### config.mk
export PLATFORM = sky130hd
export DESIGN_NAME = i2c_status_flags
export DESIGN_NICKNAME = d
export VERILOG_FILES = /design/src/rtl/i2c_flag_pkg.sv /design/src/rtl/i2c_pin_flag.sv /design/src/rtl/i2c_busy_flag.sv /design/src/rtl/i2c_dir_flag.sv /design/src/rtl/i2c_status_flags.sv
export SDC_FILE = /design/constraint.sdc
export NUM_CORES = 1
export LEC_CHECK = 0
export ABC_AREA = 1
export BUFFER_PORTS_ARGS = -buffer_cell sky130_fd_sc_hd__buf_2
export CAP_MARGIN = 20
export CORE_AREA = 2 2 39 41
export CTS_CLUSTER_SIZE = 28
export DETAILED_ROUTE_END_ITERATION = 16
export DIE_AREA = 0 0 41 43
export GPL_ROUTABILITY_DRIVEN = 0
export GPL_TIMING_DRIVEN = 0
export HOLD_SLACK_MARGIN = 0.1
export PLACE_DENSITY_LB_ADDON = 0.12
export REMOVE_ABC_BUFFERS = 1
export SYNTH_ARGS = -nofsm -noshare
export SYNTH_HDL_FRONTEND = slang
export SYNTH_SLANG_ARGS = --single-unit
export TNS_END_PERCENT = 10
### constraint.sdc
create_clock -name clk -period 1.2 [get_ports clk]
set_input_delay 0.24 -clock clk [delete_from_list [all_inputs] [get_ports clk]]
set_output_delay 0.24 -clock clk [all_outputs]
set_load 0.03 [all_outputs]
### src/rtl/i2c_flag_pkg.sv
package i2c_flag_pkg;
   localparam int unsigned NUM_EVENTS = 6;

   typedef struct packed {
      logic byte_done;
      logic addr_match;
      logic arb_lost;
      logic start;
      logic stop;
      logic nack;
   } evt_t;

   function automatic logic next_with_priority(input logic cur, input logic clr,
                                               input logic set);
      if (clr) return 1'b0;
      if (set) return 1'b1;
      return cur;
   endfunction
endpackage

### src/rtl/i2c_pin_flag.sv
module i2c_pin_flag #(
   parameter int unsigned SYNC_IRQ = 0
) (
   input  logic clk,
   input  logic rst_n,
   input  logic en,
   input  logic clr_ev,
   input  logic set_ev,
   output logic pin_n,
   output logic irq
);
   import i2c_flag_pkg::*;

   logic pin_q, pin_d, pin_dly;

   always_comb begin
      if (!en) pin_d = 1'b1;
      else     pin_d = next_with_priority(pin_q, clr_ev, set_ev);
   end

   always_ff @(posedge clk or negedge rst_n) begin
      if (!rst_n) begin
         pin_q   <= 1'b1;
         pin_dly <= 1'b1;
      end else begin
         pin_q   <= pin_d;
         pin_dly <= pin_q;
      end
   end

   generate
      if (SYNC_IRQ > 1) begin : g_bad
         $error("SYNC_IRQ must be 0 or 1");
      end else if (SYNC_IRQ == 1) begin : g_reg
         logic irq_q;
         always_ff @(posedge clk or negedge rst_n) begin
            if (!rst_n) irq_q <= 1'b0;
            else        irq_q <= pin_dly & ~pin_q;
         end
         assign irq = irq_q;
      end else begin : g_comb
         assign irq = pin_dly & ~pin_q;
      end
   endgenerate

   assign pin_n = pin_q;

   assert_pin_drop_R2: assert property (@(posedge clk) disable iff (!rst_n)
      (en && clr_ev) |=> !pin_n);
   assert_pin_idle_R1: assert property (@(posedge clk) disable iff (!rst_n)
      !en |=> pin_n);
   assert_irq_single_R4: assert property (@(posedge clk) disable iff (!rst_n)
      irq |=> !irq);
endmodule

### src/rtl/i2c_busy_flag.sv
module i2c_busy_flag (
   input  logic clk,
   input  logic rst_n,
   input  logic en,
   input  logic start_ev,
   input  logic stop_ev,
   input  logic wr_allowed,
   input  logic wr,
   input  logic wdata,
   output logic busy
);
   logic busy_q, busy_d;

   always_comb begin
      busy_d = busy_q;
      if (!en)                   busy_d = 1'b0;
      else if (stop_ev)          busy_d = 1'b0;
      else if (start_ev)         busy_d = 1'b1;
      else if (wr && wr_allowed) busy_d = wdata;
   end

   always_ff @(posedge clk or negedge rst_n) begin
      if (!rst_n) busy_q <= 1'b0;
      else        busy_q <= busy_d;
   end

   assign busy = busy_q;

   assert_stop_clears_R6: assert property (@(posedge clk) disable iff (!rst_n)
      (en && stop_ev) |=> !busy);
   assert_busy_idle_R1: assert property (@(posedge clk) disable iff (!rst_n)
      !en |=> !busy);
   assert_sw_gated_R7: assert property (@(posedge clk) disable iff (!rst_n)
      (en && !wr_allowed && !start_ev && !stop_ev) |=> $stable(busy));
endmodule

### src/rtl/i2c_dir_flag.sv
module i2c_dir_flag (
   input  logic clk,
   input  logic rst_n,
   input  logic en,
   input  logic clr_ev,
   input  logic load_ev,
   input  logic load_val,
   input  logic wr,
   input  logic wdata,
   output logic xmit
);
   logic x_q, x_d;

   always_comb begin
      x_d = x_q;
      if (!en)          x_d = 1'b0;
      else if (clr_ev)  x_d = 1'b0;
      else if (load_ev) x_d = load_val;
      else if (wr)      x_d = wdata;
   end

   always_ff @(posedge clk or negedge rst_n) begin
      if (!rst_n) x_q <= 1'b0;
      else        x_q <= x_d;
   end

   assign xmit = x_q;

   assert_dir_clear_R10: assert property (@(posedge clk) disable iff (!rst_n)
      (en && clr_ev) |=> !xmit);
   assert_dir_load_R9: assert property (@(posedge clk) disable iff (!rst_n)
      (en && !clr_ev && load_ev) |=> (xmit == $past(load_val)));
endmodule

### src/rtl/i2c_status_flags.sv
module i2c_status_flags #(
   parameter int unsigned SYNC_IRQ = 0
) (
   input  logic clk,
   input  logic rst_n,
   input  logic en,
   input  logic master,
   input  logic addrless,
   input  logic ev_byte_done,
   input  logic ev_addr_match,
   input  logic ev_arb_lost,
   input  logic ev_start,
   input  logic ev_stop,
   input  logic ev_nack,
   input  logic rw_bit,
   input  logic dsr_write,
   input  logic busy_wr,
   input  logic busy_wdata,
   input  logic xmit_wr,
   input  logic xmit_wdata,
   input  logic start_req,
   output logic pin_n,
   output logic busy,
   output logic xmit,
   output logic irq,
   output logic scl_hold,
   output logic start_grant
);
   import i2c_flag_pkg::*;

   evt_t ev;
   logic slave_rx, pin_clr, dir_clr, dir_load, start_blocked;

   assign ev = '{byte_done: ev_byte_done, addr_match: ev_addr_match,
                 arb_lost: ev_arb_lost, start: ev_start, stop: ev_stop,
                 nack: ev_nack};

   assign slave_rx      = !master && !xmit;
   assign start_blocked = start_req && busy;
   assign pin_clr       = ev.byte_done | ev.arb_lost | (ev.addr_match & slave_rx);
   assign dir_clr       = ev.arb_lost | ev.stop | start_blocked |
                          ((ev.start | ev.nack) & !master);
   assign dir_load      = ev.addr_match & slave_rx & !addrless;

   i2c_pin_flag #(.SYNC_IRQ(SYNC_IRQ)) u_pin (
      .clk(clk), .rst_n(rst_n), .en(en), .clr_ev(pin_clr),
      .set_ev(dsr_write), .pin_n(pin_n), .irq(irq));

   i2c_busy_flag u_busy (
      .clk(clk), .rst_n(rst_n), .en(en), .start_ev(ev.start),
      .stop_ev(ev.stop), .wr_allowed(master && xmit), .wr(busy_wr),
      .wdata(busy_wdata), .busy(busy));

   i2c_dir_flag u_dir (
      .clk(clk), .rst_n(rst_n), .en(en), .clr_ev(dir_clr),
      .load_ev(dir_load), .load_val(rw_bit), .wr(xmit_wr),
      .wdata(xmit_wdata), .xmit(xmit));

   assign scl_hold    = ~pin_n;
   assign start_grant = start_req & en & ~busy;

   assert_blocked_start_R8: assert property (@(posedge clk) disable iff (!rst_n)
      (en && start_req && busy) |=> !xmit);
   assert_hold_follows_R5: assert property (@(posedge clk) disable iff (!rst_n)
      scl_hold != pin_n);
   assert_addr_pin_R3: assert property (@(posedge clk) disable iff (!rst_n)
      (en && ev_addr_match && !master && !xmit) |=> !pin_n);
endmodule

## Word-level counts from Yosys, hierarchy flattened

Cells that the tools add are included.

- Eq/ne operators: 3
- Multiplexer cells: 18
- Bitwise logic cells: 14
- Reduce and logical (&&, ||, !) cells: 7

Operators by type and width:

| cell | count |
|---|---|
| 1-bit 2-to-1 mux | 18 |
| 4-bit by 1-bit inequality test with 1-bit output, second input constant | 2 |
| 1-bit AND | 6 |
| 1-bit OR | 6 |
| 1-bit logical AND | 4 |
| 1-bit zero test | 3 |
| 3-bit by 1-bit inequality test with 1-bit output, second input constant | 1 |
| 1-bit NOT | 2 |

- Register bits: 4
- Input port bits: 18
- Logic and storage cells: 46

## Depth between registers and ports, before layout

Gate-level depths: netlist (run 1).

- Depth after elaboration: 11
- Depth in mapped cells: 6

## Modules after synthesis

Synthesis (run 1) repeated with hierarchy kept, for this count alone.

- Cell total of the unflattened synthesis: 46
- Area, all modules: 275.3 sq um

Modules (own cells, without submodules):

| module | times used | cells an instance | area an instance (sq um) | sequential area each (sq um) |
|---|---|---|---|---|
| i2c_dir_flag | 1 | 13 | 72.6 | 25.0 |
| i2c_pin_flag | 1 | 7 | 72.6 | 52.6 |
| i2c_status_flags | 1 | 16 | 66.3 | 0.0 |
| i2c_busy_flag | 1 | 10 | 63.8 | 25.0 |

## Worst setup path after synthesis (run 1)

OpenSTA, ideal clock, no wires.

- Kind: register to output
- Start point: register u_busy.busy_q (netlist: u_busy.busy)
- End point: output port start_grant
- Arrival: 0.957 ns
- Required time: 0.960 ns
- Setup slack: 0.003 ns
- Stages on the path, launching flop included: 2
- Path buffers: 0
- Path through: dfrtp_1 nor2_1

- Longest elaborated chain between the ends: 2

Ends and longest elaborated chain:

| item | line | RTL |
|---|---|---|
| start: declaration | i2c_busy_flag.sv:12 | `logic busy_q, busy_d;` |
| start signal: assignment | i2c_busy_flag.sv:24 | `else busy_q <= busy_d;` |
| 1-bit NOT | i2c_status_flags.sv:60 | `assign start_grant = start_req & en & ~busy;` |
| 1-bit AND | i2c_status_flags.sv:60 |  |
| end: declaration | i2c_status_flags.sv:27 | `output logic start_grant` |

No other way between the ends.

## Worst setup path after layout (run 1)

- Start point: register u_pin.pin_dly
- End point: output port irq

- Longest elaborated chain between the ends: 1

Ends and longest elaborated chain:

| item | line | RTL |
|---|---|---|
| start: declaration | i2c_pin_flag.sv:14 | `logic pin_q, pin_d, pin_dly;` |
| start signal: assignment | i2c_pin_flag.sv:27 | `pin_dly <= pin_q;` |
| 1-bit AND | i2c_pin_flag.sv:42 | `assign irq = pin_dly & ~pin_q;` |
| end: declaration | i2c_status_flags.sv:25 | `output logic irq,` |

No other way between the ends.

==> out/results.env, run 1 <==
ASYNC_FLOP_SHARE=1.000
WIRE_PER_INST_UM=8.415
CRIT-REG2REG-LAUNCH='u_dir.xmit$_DFFE_PN0P_'
DRC=0
SYNTH_TOP_AREA_SHARE=0.2000
PLACEABLECOREAREA_MM2=0.001384
TIMING.CRITICAL_PATH.FROM_TYPE='register'
MIN_DELAY_STARTPOINT='en'
YOSYSSEQAREASHARE=0.3905
OUTCOME='finished, violations left'
CTS_HTREE_LEVELS=1
AREAGROWTHSYNTHTOFINISH_PCT=75.71
FAILED_CHECKS='setup timing'
SYNTH.TOP_CELLS.BY_COUNT='nand2_1 (7), inv_1 (6), nor2_1 (6)'
CRITICAL_PATH_ARRIVAL_NS=1.01
SEQCELLAREA_UM2=102.6
SYNTH.YOSYS.WARNINGS=0
DETAILEDPLACEMENTHPWL_UM=580.4
YOSYS.CELL_COUNT.TOP_TYPE='nand2_1'
SETUP_SLACK_NS=-0.04543
VIA_COUNT_OF_THE_FIRST_GLOBAL_ROUTING_PASS=308
GRT_START_MAX_NET_PINS=6
CTS_TREE='yes'
NUMCLOCKSINKS=4
SLEW_VIOLATIONS=0
CRIT_PATH_START='u_pin.pin_dly$_DFF_PN1_'
CTS.PATH.MAX_BUFFERS=2
SYNTHTOPCELLSBYAREA='dfstp_2 (20%), dfrtp_1 (19%), nand2_1 (10%)'
TOTAL_VIAS_IN_THE_FINAL_ROUTE=327
DRTITER0DRC=0
P_TOTAL_W=0.0004328
DIE_H_UM=43
FP-ROW-COUNT=14
PIN_COUNT=24
YS_FF_LATCH=4
INITIAL_CORE_UTIL=0.1899
WORST-SLEW-PIN-TRANSITION_NS=0.1943
GLOBALROUTETOTALUTIL=0.09759
NUMBER_OF_ANTENNA_VIOLATIONS_AT_THE_FIRST_CHECK_IN_GLOBAL_ROUTING=0
SYNTHCELLS=38
F_MAX_MHz=802.9
DRT_FIRST_PASS_ITERS=1
INSERTED_DIODES=0
FINAL.PERIOD_UTILIZATION=1.038
CTS_ROOT_BUFFER='clkbuf_4'
FILLCELLCOUNT=154
RSZ_0062_RAISED_AFTER_GLOBAL_ROUTING='true'
SYNTH_LARGEST_AREA_CELL='dfstp_2'
WORST-ENDPOINT-REQUIRED_NS=0.96
POWER-PER-CELL-AREA_mW_PER_MM2=937.4
POST-ROUTE-MIN-PERIOD_NS=1.245
POWER.IR.VDD_WORST_mV=0.2907
FIN_SKEW_NS=0.006716
SYNTH_AREA_PER_CELL_UM2=6.915
SLEW_HEADROOM=0.8704
TIMING_HOLD_VIOLATIONS_FINAL=0
CLK_LATENCY_WORST_SKEW_PAIR_NS=0.23
NETLIST_AREA_UM2=262.8
DRTANTENNAVIOLNETS=0
WORST_SETUP_PATH_END_KIND='output port'
DETAIL_ROUTE.VIAS_PER_CELL=3.988
NETLIST-CELL-TYPE-COUNT=14
GR-TOTAL-OVERFLOW=0
WORST_HOLD_PATH_TYPE='primary input to register'
MULTIINPUTGATEAREA_UM2=136.4
DRT-TOTAL-WL_UM=690
MAX_CAP_VIOL_COUNT=0
FP.DIEW_UM=41
CELL_LEAKAGE_POWER_nW=0.2625
MINIMUM_SETUP_SLACK_AFTER_PLACEMENT_NS=0.1807
CLOCK_INPUT_TRANSITION_AT_THE_SEQUENTIAL_CELLS_OF_THE_WORST_SETUP_AND_HOLD_PATHS_NS=0.04
CTS-BUFFERS-INSERTED=3
FINALCOREUTILIZATION=0.3336
FINALNETCOUNT=86
SYNTH-EDFF-COUNT=0
SETUP.WORST_PATH.CLASS='register to output port'
GRT_FIRST_PASS_WIRELENGTH_MM=1.104
DESIGN.DIE.AREA_MM2=0.001763
IO_BUFFERS=23
REPORT.FINAL.SETUP_VIOL=2
LAYOUT-DRIVE-GT1-SHARE=0.5606
WORSTPATHMAXFANOUT=1
SYNTH-MAIN-FF-CELL='dfstp_2'
cells in the final DEF, fill, tap and decap left out, drive strengths merged:
cell         synthesis  final
nand4                2      2
dfstp                2      2
nand2                8      8
o21ai                1      1
a21boi               1      1
dfrtp                2      2
clkbuf               0      3
inv                  7      7
dlygate4sd3          0      1
a21oi                1      1
nand3                5      5
nor2                 9      9
buf                  0     24
per-stage QoR:
stage / hold WS [ns] / std cells / area, µm² / TNS (ns)
after detailed placement: 0.04924 / 77 / 397.9 / 0
after CTS: 0.1800 / 82 / 446.7 / -0.09066
final: 0.1839 / 82 / 461.7 / -0.07575
after global routing: 0.2024 / 82 / 461.7 / -0.1885
after floorplan: -0.05559 / 38 / 262.8 / 0
after global placement: 0.04973 / 77 / 397.9 / 0
metal layers:
layer / part of all wire / global-route usage / routed length (µm)
met1: 0.42 / 0.1068 / 289
met4: 0.017 / 0.1000 / 12
met2: 0.49 / 0.1344 / 336
met3: 0.075 / 0.03141 / 52
met5: 0 / 0 / 0
final timing paths:
kind                                      endpoint  cells after the start  slack, ns
setup / recovery                               irq                      3      -0.05
max in group asynchronous  u_pin.pin_dly$_DFF_PN1_                      2       0.65
hold / removal             u_pin.pin_n$_DFFE_PN1P_                      2       0.18
hold reg to reg            u_pin.pin_dly$_DFF_PN1_                      1       0.53
setup reg to reg            u_dir.xmit$_DFFE_PN0P_                      6       0.18
min in group asynchronous  u_busy.busy$_DFFE_PN0P_                      2       0.34
registers in the layout, summed over array words and instances (netlist names):
name,cells
u_pin.pin_dly,1
u_busy.busy,1
u_pin.pin_n,1
u_dir.xmit,1
logic make-up (layout without fill, tap and decap cells):
kind of cell	after synthesis	count (layout)	share of synthesized area
buffers and inverters	7	35	0.09998
and+or+nand+nor	24	24	0.4429
DFF	4	4	0.3905
AOI/OAI and AO/OA	3	3	0.06664
critical path, cell delays in order (launching register included):
cell	delay (ns)
dfstp_2	0.51
inv_2	0.03
nor2_2	0.10
buf_6	0.13
cell type report:
class | count | area share
clock buffer | 3 | 0.04878
sequential | 4 | 0.2222
tap | 16 | 0.04336
multi-input combinational | 27 | 0.2954
timing repair buffer | 25 | 0.3333
inverter | 7 | 0.05691
report_power, final:
part	internal, W	total [W]	switching (W)
combinational	0.0000549	0.000117	0.0000616
clock	0.000112	0.000163	0.0000519
sequential	0.000146	0.000153	0.00000670
repair_timing:
action | in CTS | in global routing
resized for setup | 3 | 8
setup buffers | 1 | 0
pin swaps | 0 | 1
endpoints found under the setup margin | 3 | 4
hold endpoints to repair | 4 | 0
hold buffers | 1 | 0
(Power assumes the default switching activity.)
==> inputs of run 2 (changes only) <==
--- a/config.mk
+++ b/config.mk
@@ -15,7 +15,6 @@
 export GPL_ROUTABILITY_DRIVEN = 0
 export GPL_TIMING_DRIVEN = 0
 export HOLD_SLACK_MARGIN = 0.1
-export PLACE_DENSITY_LB_ADDON = 0.12
 export REMOVE_ABC_BUFFERS = 1
 export SYNTH_ARGS = -nofsm -noshare
 export SYNTH_HDL_FRONTEND = slang
==> run 2 against run 1 <==
Via count is the same. Total power is 2.3% higher. Core utilization down 0.99 points. Worst hold slack improved by 0.0038 ns. First-iteration DRC count increased by 1. Fmax increased by 0.15%. Highest routed layer is now met3. Sequential share of layout area grew 0.68 points. Final cell count is the same. The flow still finishes with violations (setup timing). Sequential cell count unchanged.
==> out/results.env, run 2 (synthesized netlist as in run 1, its figures left out) <==
OUTCOME='finished, violations left'
FAILED_CHECKS='setup timing'
WORST_PATH_MAX_DELAY_CELL='dfstp_2'
LAYOUT_COMMON_CELLS='buf_2 (19), nand2_1 (7), nor2_1 (6), inv_1 (6), nand3_1 (4)'
GRT_FIRST_PASS_WIRELENGTH_MM=1.076
NUMCLOCKSINKS=4
MAX_CAP_VIOL_COUNT=0
DRC=0
POWER_REPORT.INTERNAL_TOTAL_W=0.0003198
TIMING.CRITICAL_PATH.FROM_TYPE='register'
MIN_DELAY_STARTPOINT='en'
FINAL.PERIOD_UTILIZATION=1.036
LAYOUT-DRIVE-GT1-SHARE=0.5152
DP_CELLS=77
PLACEABLECOREAREA_MM2=0.001384
FP.DIEW_UM=41
CRIT_PATH_START='u_pin.pin_dly$_DFF_PN1_'
IO_BUFFERS=23
CTS_TREE='yes'
FINAL_COMMON_CELL='buf_2'
PIN_COUNT=24
CTS_HTREE_LEVELS=1
CLOCK_INPUT_TRANSITION_AT_THE_SEQUENTIAL_CELLS_OF_THE_WORST_SETUP_AND_HOLD_PATHS_NS=0.04
WORST_SETUP_PATH_END_KIND='output port'
RSZ_0062_RAISED_AFTER_GLOBAL_ROUTING='true'
CRIT_PATH_MAX_INCR_DELAY_NS=0.50
SEQUENTIALPOWERSHARE=0.344
SLEW_HEADROOM=0.8758
P_CLK_FRAC=0.411
FINALNETCOUNT=85
POWER.IR.VDD_WORST_mV=0.4631
INSERTED_DIODES=0
POWER.SHARE.COMBINATIONAL=0.245
AREAGROWTHSYNTHTOFINISH_PCT=70.48
TIMING_HOLD_VIOLATIONS_FINAL=0
POST-ROUTE-MIN-PERIOD_NS=1.244
DETAIL_ROUTE.VIAS_PER_CELL=3.988
SETUP_SLACK_NS=-0.04357
CTS.PATH.MAX_BUFFERS=2
GLOBALROUTETOTALUTIL=0.09677
POWER-PER-CELL-AREA_mW_PER_MM2=988.0
NETSWITCHINGPOWER_W=0.0001228
MINIMUM_SETUP_SLACK_AFTER_PLACEMENT_NS=0.1717
VIA_COUNT_OF_THE_FIRST_GLOBAL_ROUTING_PASS=282
NUMBER_OF_ANTENNA_VIOLATIONS_AT_THE_FIRST_CHECK_IN_GLOBAL_ROUTING=0
TOTAL_VIAS_IN_THE_FINAL_ROUTE=327
WIRE_PER_INST_UM=8.146
REGTOREGSETUPSLACK_NS=0.18
CTS_ROOT_BUFFER='clkbuf_4'
SETUP.WORST_PATH.CLASS='register to output port'
FIN_SKEW_NS=0.004024
CTS-BUFFERS-INSERTED=3
DRT-TOTAL-WL_UM=668
POWER.SHARE.SWITCHING=0.2774
FINAL-INSTANCE-COUNT-EXCL-FILL=82
CLK_LATENCY_WORST_SKEW_PAIR_NS=0.23
REPORT.FINAL.SETUP_VIOL=2
DETAILEDPLACEMENTHPWL_UM=568
CTS_SETUP_BUFFERS=0
SLEW_VIOLATIONS=0
DRT_FIRST_PASS_ITERS=2
GR-TOTAL-OVERFLOW=0
DRTANTENNAVIOLNETS=0
CRIT-REG2REG-LAUNCH='u_dir.xmit$_DFFE_PN0P_'
WORST-ENDPOINT-REQUIRED_NS=0.96
PATH_BUF_INV=2
CELL_LEAKAGE_POWER_nW=0.2569
FP-ROW-COUNT=14
DIE_H_UM=43
PATH_DELAY_FAMILY='flip-flops'
GRT_START_MAX_NET_PINS=6
WORSTPATHMAXFANOUT=1
TIMING.CRITICAL_PATH.CELLS='inv_1 > nor2_1 > buf_4'
CRITICAL_PATH_ARRIVAL_NS=1.00
WORST-SLEW-PIN-TRANSITION_NS=0.1863
DESIGN.DIE.AREA_MM2=0.001763
INITIAL_CORE_UTIL=0.1899
F_MAX_MHz=804.1
DRTITER0DRC=1
WORST_HOLD_PATH_TYPE='primary input to register'
P_TOTAL_W=0.0004425
[run 2: final cells by class]
| type | count | area (µm²) |
|---|---|---|
| Fill cell | 153 | 935.9 |
| Timing Repair Buffer | 24 | 138.9 |
| Multi-Input combinational cell | 27 | 133.9 |
| Sequential cell | 4 | 102.6 |
| Clock buffer | 4 | 26.28 |
| Inverter | 7 | 26.28 |
| Tap cell | 16 | 20.02 |
[run 2: metrics by stage]
step                      hold WS [ns]   TNS, ns    util  area [µm²]
after floorplan               -0.05559         0       -       262.8
after detailed placement       0.04655         0  0.2875       397.9
after CTS                       0.1804  -0.08376  0.3219       445.4
after global placement         0.04879         0  0.2875       397.9
final                           0.1878  -0.05919  0.3237       447.9
after global routing            0.2073   -0.2035  0.3237       447.9
[run 2: what timing repair did]
action,in CTS,in global routing
gates resized for setup,4,2
setup endpoints to repair,3,4
pin swaps,0,1
hold endpoints to repair,4,0
hold buffers,1,0
[run 2: final timing paths]
check / cells after the start / end
min in group asynchronous: 2 / u_busy.busy$_DFFE_PN0P_
worst max register to register: 6 / u_dir.xmit$_DFFE_PN0P_
worst max-delay path: 3 / irq
worst min register to register: 0 / u_pin.pin_dly$_DFF_PN1_
worst min-delay path: 2 / u_pin.pin_n$_DFFE_PN1P_
max in group asynchronous: 2 / u_pin.pin_n$_DFFE_PN1P_
[run 2: power by group through the flow]
stage | clock network, W | logic, W | registers [W]
after CTS | 0.000191 | 0.000108 | 0.000152
after global placement | 0 | 0.0000984 | 0.000153
after detailed placement | 0 | 0.0000996 | 0.000154
final | 0.000182 | 0.000108 | 0.000152
after global routing | 0.000214 | 0.000120 | 0.000153
after floorplan | 0 | 0.0000427 | 0.000161
[run 2: routing by layer]
| layer | vias up | global-route usage | part of all wire |
|---|---|---|---|
| met5 | - | 0 | 0 |
| met4 | 0 | 0.06000 | 0 |
| met3 | 0 | 0.06283 | 0.13 |
| met2 | 21 | 0.1125 | 0.43 |
| met1 | 130 | 0.1270 | 0.44 |
| li1 | 176 | - | - |
[run 2: worst register-to-register path, stage by stage, from the launching register on]
cell and delay [ns]:
dfrtp_1 0.43, nor2_2 0.16, nand3_2 0.10, nand2_2 0.08, inv_2 0.03, nand3_1 0.06
nand2_1 0.05
==> inputs of run 3 (changes only) <==
--- a/config.mk
+++ b/config.mk
@@ -8,13 +8,16 @@
 export ABC_AREA = 1
 export BUFFER_PORTS_ARGS = -buffer_cell sky130_fd_sc_hd__buf_2
 export CAP_MARGIN = 20
-export CORE_AREA = 2 2 39 41
+export CELL_PAD_IN_SITES_DETAIL_PLACEMENT = 0
+export CELL_PAD_IN_SITES_GLOBAL_PLACEMENT = 1
+export CORE_AREA = 2 2 40 42
 export CTS_CLUSTER_SIZE = 28
 export DETAILED_ROUTE_END_ITERATION = 16
-export DIE_AREA = 0 0 41 43
+export DIE_AREA = 0 0 42 44
 export GPL_ROUTABILITY_DRIVEN = 0
 export GPL_TIMING_DRIVEN = 0
 export HOLD_SLACK_MARGIN = 0.1
+export PLACE_DENSITY_LB_ADDON = 0.1
 export REMOVE_ABC_BUFFERS = 1
 export SYNTH_ARGS = -nofsm -noshare
 export SYNTH_HDL_FRONTEND = slang
==> run 3 against run 2 <==
The run still ends with setup timing left. Cell area up 0.56%. Clock skew is 0.0029 ns lower. Sequential cell count stayed put. Fmax rose by 1.5%. Final cell count decreased by 1.2%. First-iteration DRC count rose to 6.0 times the previous value. Total power fell by 4.1%. Combinational power grew 4%. Critical path type unchanged. Largest cell class unchanged.
==> out/results.env, run 3 (synthesized netlist as in run 1, its figures left out) <==
POWER.SHARE.COMBINATIONAL=0.263
PLACEABLECOREAREA_MM2=0.001419
TIMING_HOLD_VIOLATIONS_FINAL=0
DIE_H_UM=44
CRIT-REG2REG-CAPTURE='u_dir.xmit$_DFFE_PN0P_'
GR-TOTAL-OVERFLOW=0
INITIAL_CORE_UTIL=0.1852
CRIT_PATH_START='u_pin.pin_dly$_DFF_PN1_'
NUMBER_OF_STAGES_ON_THE_WORST_HOLD_PATH=2
MIN_DELAY_STARTPOINT='en'
CRIT-REG2REG-LAUNCH='u_dir.xmit$_DFFE_PN0P_'
NETSWITCHINGPOWER_W=0.0001159
WORST_HOLD_PATH_TYPE='primary input to register'
FINAL.PERIOD_UTILIZATION=1.021
NUMBER_OF_ANTENNA_VIOLATIONS_AT_THE_FIRST_CHECK_IN_GLOBAL_ROUTING=0
P_CLK_FRAC=0.377
CELL_LEAKAGE_POWER_nW=0.2553
SETUP_SLACK_NS=-0.02468
DESIGN.DIE.AREA_MM2=0.001848
DRTITER0DRC=6
POST_PLACE_INSTANCE_AREA_UM2=397.9
CTS.PATH.MAX_BUFFERS=2
FINAL_COMMON_CELL='buf_2'
FAILED_CHECKS='setup timing'
SETUP.WORST_PATH.CLASS='register to output port'
FINALNETCOUNT=85
POWER_REPORT.INTERNAL_TOTAL_W=0.0003086
TOTAL_VIAS_IN_THE_FINAL_ROUTE=318
RSZ_0062_RAISED_AFTER_GLOBAL_ROUTING='true'
SEQUENTIALPOWERSHARE=0.360
FIN_AREA_UM2=450.4
NUMCLOCKSINKS=4
SEQCELLAREA_UM2=102.6
POWER.IR.VDD_WORST_mV=0.2968
FP.DIEW_UM=42
DRTANTENNAVIOLNETS=0
SLEW_VIOLATIONS=0
MINIMUM_SETUP_SLACK_AFTER_PLACEMENT_NS=0.1661
MULTIINPUTGATEAREA_UM2=136.4
MAX_CAP_VIOL_COUNT=0
POST-ROUTE-MIN-PERIOD_NS=1.225
REPORT.FINAL.SETUP_VIOL=2
TIMING.CRITICAL_PATH.FROM_TYPE='register'
CLOCK_INPUT_TRANSITION_AT_THE_SEQUENTIAL_CELLS_OF_THE_WORST_SETUP_AND_HOLD_PATHS_NS=0.04
WORSTPATHMAXFANOUT=1
DRT-TOTAL-WL_UM=686
WORST-ENDPOINT-REQUIRED_NS=0.96
WORST-SLEW-PIN-TRANSITION_NS=0.1909
CTS-BUFFERS-INSERTED=3
DRC=0
SLEW_HEADROOM=0.8728
OUTCOME='finished, violations left'
GRT_START_MAX_NET_PINS=6
CTS_ROOT_BUFFER='clkbuf_4'
POWER-PER-CELL-AREA_mW_PER_MM2=942.3
CTS_TREE='yes'
WORST_HOLD_PATH.ENDPOINT='u_pin.pin_n$_DFFE_PN1P_'
FIN_SKEW_NS=0.001170
VIA_COUNT_OF_THE_FIRST_GLOBAL_ROUTING_PASS=273
AREAGROWTHSYNTHTOFINISH_PCT=71.43
POWER.SHARE.SWITCHING=0.2731
DETAIL_ROUTE.VIAS_PER_CELL=3.926
LAYOUT_COMMON_CELLS='buf_2 (19), nand2_1 (7), nor2_1 (5), inv_1 (5)'
GRT_FIRST_PASS_WIRELENGTH_MM=1.035
INSERTED_DIODES=0
CRITICAL_PATH_ARRIVAL_NS=0.98
F_MAX_MHz=816.5
WORST_SETUP_PATH_END_KIND='output port'
FILLCELLCOUNT=164
PIN_COUNT=24
DETAILEDPLACEMENTHPWL_UM=597
WIRE_PER_INST_UM=8.469
REG2REGPATHDEPTH=6
DRT_FIRST_PASS_ITERS=4
LAYOUT-DRIVE-GT1-SHARE=0.5538
GLOBALROUTETOTALUTIL=0.08362
REGTOREGSETUPSLACK_NS=0.19
FP-ROW-COUNT=14
IO_BUFFERS=23
CLK_LATENCY_WORST_SKEW_PAIR_NS=0.23
CTS_HTREE_LEVELS=1
CTS_SETUP_BUFFERS=0
## run 3: changes by cell type in the layout (fill, tap and decap cells not counted)
cell,delta
buf_4,-1
clkbuf_1,-1
buf_6,+1
nor2_2,+1
inv_1,-1
inv_2,+1
nor2_1,-1
## run 3: cell type report
class,count,area share
clock buffer,3,0.05000
inverter,7,0.05833
multi-input combinational,27,0.3028
timing repair buffer,24,0.3167
sequential,4,0.2278
tap,16,0.04444
## run 3: how the worst max path moves through the flow
stage / endpoint / depth (start not counted) / slack, ns
after floorplan: start_grant / 1 / 0.003
after global placement: u_dir.xmit$_DFFE_PN0P_ / 6 / 0.17
after detailed placement: irq / 3 / 0.17
after CTS: irq / 3 / -0.07
after global routing: irq / 3 / -0.08
final: irq / 3 / -0.02
## run 3: power groups by stage
stage	clock network [W]	registers [W]	logic (W)
global route	0.000184	0.000154	0.000123
floorplan	0	0.000161	0.0000427
detailed placement	0	0.000153	0.000100
global placement	0	0.000153	0.000100
finish	0.000160	0.000153	0.000112
CTS	0.000174	0.000152	0.000109
## run 3: critical path, cell delays in order (launching register included)
cell	delay, ns
dfstp_2	0.51
inv_2	0.03
nor2_2	0.08
buf_6	0.13
## run 3: timing repair
item | in CTS | in global routing
hold endpoints to repair | 4 | 0
hold buffers | 1 | 0
pin swaps | 0 | 1
resized for setup | 4 | 5
endpoints found under the setup margin | 3 | 4
## run 3: routing by layer
layer  share of wire  wire length [µm]  GRT usage
met5               0                 0          0
met4               0                 0     0.1161
met3           0.085                58    0.02500
met2            0.45               310     0.1094
met1            0.46               317    0.09296
## run 3: through the flow
stage          hold WS [ns]  utilization  cells  setup TNS [ns]   power, W
2_1_floorplan      -0.05559            -     38               0  0.0002042
3_3_place_gp        0.04874       0.2804     77               0  0.0002536
3_5_place_dp        0.05038       0.2804     77               0  0.0002538
4_1_cts              0.1874       0.3113     81         -0.1015  0.0004350
5_1_grt              0.1986       0.3175     81         -0.2091  0.0004605
6_report             0.1959       0.3175     81        -0.03810  0.0004245
